==> config.mk <==
export PLATFORM = sky130hd
export DESIGN_NAME = cfg_lutram
export DESIGN_NICKNAME = d
export VERILOG_FILES = /design/src/rtl/lutram_pkg.sv /design/src/rtl/lutram_store.sv /design/src/rtl/lutram_rdmux.sv /design/src/rtl/lutram_outreg.sv /design/src/rtl/cfg_lutram.sv
export SDC_FILE = /design/constraint.sdc
export NUM_CORES = 1
export LEC_CHECK = 0
export BUFFER_PORTS_ARGS = -buffer_cell sky130_fd_sc_hd__clkbuf_2
export CAP_MARGIN = 25
export CORE_ASPECT_RATIO = 0.9
export CORE_MARGIN = 2
export CORE_UTILIZATION = 62
export DETAILED_ROUTE_END_ITERATION = 16
export PLACE_DENSITY = 0.82
export SLEW_MARGIN = 15
export SYNTH_ARGS = -nofsm -noshare
export SYNTH_HDL_FRONTEND = slang
export SYNTH_HIERARCHICAL = 1
export SYNTH_SLANG_ARGS = --single-unit
==> constraint.sdc <==
create_clock -name clk -period 2.35 [get_ports clk]
set_input_delay 0.3525 -clock clk [delete_from_list [all_inputs] [get_ports clk]]
set_output_delay 0.3525 -clock clk [all_outputs]
set_load 0.01 [all_outputs]
==> src/rtl/lutram_pkg.sv <==
package lutram_pkg;
  typedef enum logic [1:0] {
    LM_WIDE = 2'd0,
    LM_PAIR = 2'd1,
    LM_DUAL = 2'd2,
    LM_NONE = 2'd3
  } lut_mode_e;
  localparam int unsigned LM_DATA_W = 2;
endpackage

==> src/rtl/lutram_store.sv <==
module lutram_store
  import lutram_pkg::*;
#(
  parameter int unsigned ADDR_W = 6
) (
  input  logic                     clk,
  input  logic                     rst_n,
  input  logic                     we,
  input  lut_mode_e                mode,
  input  logic [ADDR_W-1:0]        waddr,
  input  logic [LM_DATA_W-1:0]     wdata,
  output logic [(1<<ADDR_W)-1:0]   bits
);
  localparam int unsigned DEPTH = 1 << ADDR_W;
  localparam int unsigned HALF  = DEPTH / 2;
  localparam int unsigned LW    = ADDR_W - 1;

  for (genvar i = 0; i < DEPTH; i++) begin : g_bit
    localparam logic [ADDR_W-1:0] IDX   = ADDR_W'(i);
    localparam logic [LW-1:0]     LOW   = LW'(i % HALF);
    localparam bit                UPPER = (i >= HALF);
    logic hit, din;

    always_comb begin
      hit = 1'b0;
      din = wdata[0];
      unique case (mode)
        LM_WIDE: hit = (waddr == IDX);
        LM_PAIR: begin
          hit = (waddr[LW-1:0] == LOW);
          din = UPPER ? wdata[1] : wdata[0];
        end
        LM_DUAL: hit = !UPPER && (waddr[LW-1:0] == LOW);
        default: hit = 1'b0;
      endcase
    end

    always_ff @(posedge clk) begin
      if (!rst_n)          bits[i] <= 1'b0;
      else if (we && hit)  bits[i] <= din;
    end
  end
endmodule

==> src/rtl/lutram_rdmux.sv <==
module lutram_rdmux
  import lutram_pkg::*;
#(
  parameter int unsigned ADDR_W = 6
) (
  input  logic [(1<<ADDR_W)-1:0] bits,
  input  lut_mode_e              mode,
  input  logic [ADDR_W-1:0]      addr,
  input  logic [ADDR_W-2:0]      raddr_b,
  output logic [LM_DATA_W-1:0]   rd_a,
  output logic                   rd_b
);
  localparam int unsigned LW = ADDR_W - 1;
  logic [LW-1:0] lo;

  always_comb begin
    lo   = addr[LW-1:0];
    rd_a = '0;
    rd_b = 1'b0;
    unique case (mode)
      LM_WIDE: rd_a[0] = bits[addr];
      LM_PAIR: rd_a = {bits[{1'b1, lo}], bits[{1'b0, lo}]};
      LM_DUAL: begin
        rd_a[0] = bits[{1'b0, lo}];
        rd_b    = bits[{1'b0, raddr_b}];
      end
      default: begin
        rd_a = '0;
        rd_b = 1'b0;
      end
    endcase
  end
endmodule

==> src/rtl/lutram_outreg.sv <==
module lutram_outreg #(
  parameter int unsigned W = 3
) (
  input  logic         clk,
  input  logic         rst_n,
  input  logic         use_reg,
  input  logic [W-1:0] d,
  output logic [W-1:0] q
);
  for (genvar i = 0; i < W; i++) begin : g_ff
    logic held;
    always_ff @(posedge clk) begin
      if (!rst_n) held <= 1'b0;
      else        held <= d[i];
    end
    assign q[i] = use_reg ? held : d[i];
  end
endmodule

==> src/rtl/cfg_lutram.sv <==
module cfg_lutram
  import lutram_pkg::*;
#(
  parameter int unsigned ADDR_W = 6
) (
  input  logic              clk,
  input  logic              rst_n,
  input  logic [1:0]        mode,
  input  logic              rd_reg,
  input  logic              we,
  input  logic [ADDR_W-1:0] addr,
  input  logic [1:0]        wdata,
  input  logic [ADDR_W-2:0] raddr_b,
  output logic [1:0]        rdata,
  output logic              rdata_b
);
  localparam int unsigned DEPTH = 1 << ADDR_W;
  localparam int unsigned OUT_W = LM_DATA_W + 1;

  lut_mode_e            mode_e;
  logic [DEPTH-1:0]     bits;
  logic [LM_DATA_W-1:0] rd_a;
  logic                 rd_b;
  logic [OUT_W-1:0]     out_q;

  assign mode_e = lut_mode_e'(mode);

  lutram_store #(.ADDR_W(ADDR_W)) u_store (
    .clk(clk), .rst_n(rst_n), .we(we), .mode(mode_e),
    .waddr(addr), .wdata(wdata), .bits(bits)
  );

  lutram_rdmux #(.ADDR_W(ADDR_W)) u_rdmux (
    .bits(bits), .mode(mode_e), .addr(addr), .raddr_b(raddr_b),
    .rd_a(rd_a), .rd_b(rd_b)
  );

  lutram_outreg #(.W(OUT_W)) u_outreg (
    .clk(clk), .rst_n(rst_n), .use_reg(rd_reg),
    .d({rd_b, rd_a}), .q(out_q)
  );

  assign rdata   = out_q[LM_DATA_W-1:0];
  assign rdata_b = out_q[OUT_W-1];
endmodule

==> impl_metrics.py <==
metrics = {
    "setup_path": {
        "path_common_cell": "mux4_2",
        "cp-start-kind": "flip-flop",
        "worst_ep_required_time_ps": 2000,
        "crit_chain": "mux4_2 > mux4_2 > nand3b_1 > nand2_2 > mux2_4 > buf_6",
        "worst-path-max-fanout": 3,
        "rr_startpoint": "u_store/bits[3]$_SDFFE_PN0P_",
        "worstSetupStartpoint": "u_store/bits[3]$_SDFFE_PN0P_",
        "cp-end-kind": "output port",
        "critical_path_class": "flip-flop to output port",
        "crit_arrival_ps": 2260,
        "worst-path-buf-inv": 1,
        "cp_top_family": "multiplexers",
        "crit_slowest_cell": "mux4_2",
        "slowest_delay_ps": 480,
    },
    "detailed_routing": {
        "via_per_inst": 7.31,
        "dr.pass1.iters": 5,
        "drc": 0,
        "drt-total-wl_um": 12700,
        "wl_per_cell_um": 22.9,
        "ant_nets": 0,
        "drt_iter0_markers": 618,
        "vias": 4067,
    },
    "clocking": {
        "cts_tree": "yes",
        "h-tree-depth": 3,
        "clockBufferDepth": 2,
        "cts_root_buffer": "clkbuf_8",
        "cts_num_sinks": 67,
        "insertion_delay_ps": 350,
        "cts-buffers-inserted": 9,
        "clk_pin_slew_ps": 80,
        "cts_hold_repair.buffers": 0,
    },
    "synthesis": {
        "ys_ff_latch": 67,
        "syn_avg_cell_area_um2": 9.86,
        "ys_types": 46,
        "syn_area_um2": 4260,
        "netlist_instances": 432,
        "synth_ff_type": "dfxtp_1",
        "synth_edf_count": 0,
        "syn_nets": 458,
        "ys_seq_area_frac": 0.315,
        "yosysWarnings": 6,
        "async_flop_share": 0,
    },
    "sta": {
        "finalCritPeriodShare": 1.11,
        "fmax_mhz": 383,
        "worstMarginPinSlew_ps": 623,
        "relSlewSlack": 0.583,
        "setup_viol": 3,
        "hold_viol": 0,
        "holdWs_ps": 457,
        "skew_ps": 6.76,
        "layout_setup_ws_ps": -258,
        "rsz0062_at_grt": "yes",
        "drv_slew": 0,
        "min_period_ps": 2610,
        "fin_setup_tns_ps": -531,
    },
    "floorplanning": {
        "die_x_um": 91.4,
        "top_level_ports": 22,
        "placementRows": 28,
        "die_h_um": 82.6,
        "fp.coreArea_um2": 6620,
        "dieArea_um2": 7550,
        "initial_utilization": 0.643,
    },
    "grt": {
        "overflow": 0,
        "grt_pass1_vias": 3783,
        "antenna_found_initial": 0,
        "grt_first_pass_wirelength_um": 19800,
        "grt_max_degree": 56,
        "grt_util_all_layers": 0.341,
    },
    "worst_hold_path": {
        "hold_path_class": "flip-flop to flip-flop",
        "hold_start": "u_store/bits[55]$_SDFFE_PN0P_",
    },
    "placement": {
        "place_inst": 528,
        "placed_area_um2": 4450,
        "place_congestion": 0.870,
        "dpl_worst_slack_ps": -275,
        "dpl.hpwl_um": 7500,
        "port_buffers": 21,
    },
    "power_and_ir_drop": {
        "totalPowerFinal_mw": 2.65,
        "vdd_drop_max_mv": 0.277,
        "p_leak_nw": 2.00,
        "cellPowerDensity_nw_per_um2": 544,
    },
    "final_layout": {
        "final_common_cell": "nand2_1",
        "syn2layout_area_growth_pct": 14.6,
        "final_cell_mix": "69 x nand2_1, 50 x mux2i_1, 45 x buf_4, 45 x dfxtp_1",
        "fin_nets": 487,
        "final_core_util": 0.737,
        "diodes": 0,
        "finalNonFillerCells": 556,
        "fin_area_um2": 4880,
        "drive_above_1_share": 0.341,
    },
    "outcome": {
        "violations": "negative setup slack",
        "status": "complete, but fails checks",
    },
    "run": {
        "max_cap_viol_count": 0,
    },
}
timing repair:
| item | in CTS | in global routing |
|---|---|---|
| gates cloned | 0 | 1 |
| setup buffers | 13 | 1 |
| endpoints found under the setup margin | 3 | 4 |
| resized for setup | 43 | 13 |
| pin swaps | 7 | 2 |
per-layer routing:
metal	GRT usage	vias to the layer above	share of wire
li1	-	1737	-
met1	0.428	1940	0.40
met2	0.540	328	0.46
met3	0.0989	62	0.099
met4	0.180	0	0.042
met5	0	-	0
synth_stat cells, types with 2 or more instances:
library cell  instances  area (um2)
mux2_2                3        33.8
nand2_1              70         263
clkbuf_1             21        78.8
dfxtp_1              67        1340
nand2b_1              2        12.5
mux4_2               11         248
o2111ai_1            26         228
nand3_1               8        40.0
a22oi_1               4        30.0
inv_1                 5        18.8
nor3b_2               4        50.1
buf_2                14        70.1
a32oi_1              32         280
mux2i_1              51         510
and3b_1               2        17.5
and2b_1               2        15.0
buf_6                 8        90.1
nand4_1              32         200
o2111ai_2             6        90.1
ha_1                  7        87.6
mux4_1                6         158
a21oi_1               4        20.0
nand3b_1              2        15.0
buf_4                 9        67.6
and2_1                4        25.0
and3b_2               3        30.0
clkbuf_8              3        41.3
nor2b_1               8        50.1
worst paths after layout:
path | to | slack, ps | depth (start not counted)
max reg2reg | u_outreg/g_ff[2].held$_SDFF_PN0_ | 110 | 10
min reg2reg | u_store/bits[55]$_SDFFE_PN0P_ | 460 | 2
min | u_store/bits[55]$_SDFFE_PN0P_ | 460 | 2
max | rdata_b | -260 | 6
where the power goes:
| part | internal (mW) | switching, mW | total (mW) |
|---|---|---|---|
| logic | 0.130 | 0.255 | 0.385 |
| clock network | 0.633 | 0.491 | 1.12 |
| registers | 1.14 | 0.00403 | 1.14 |
worst min-delay path, cell delays in order, from the launching register on:
cell	delay, ps
dfxtp_1	310
nand2_1	50
a32oi_1	50
kinds of logic (layout without fill, tap and decap cells):
| group | count (synthesis) | after routing | synth area share |
|---|---|---|---|
| AOI/OAI and AO/OA | 83 | 83 | 0.176 |
| adders and majority gates | 7 | 7 | 0.0206 |
| buffers and inverters | 61 | 95 | 0.0870 |
| DFF | 67 | 67 | 0.315 |
| muxes | 71 | 71 | 0.223 |
| and+or+nand+nor | 143 | 143 | 0.179 |
state kept, by name (all words and copies together) (netlist names):
| register | count |
|---|---|
| u_outreg/g_ff.held | 3 |
| u_store/bits | 64 |
final cells by class:
| type | count | area, um2 |
|---|---|---|
| Multi-Input combinational cell | 304 | 2580 |
| Clock buffer | 11 | 141 |
| Fill cell | 429 | 1740 |
| Inverter | 5 | 18.8 |
| Tap cell | 90 | 113 |
| Timing Repair Buffer | 74 | 578 |
| Clock inverter | 5 | 85.1 |
| Sequential cell | 67 | 1370 |
No activity file was read; power rests on OpenSTA's default activity.
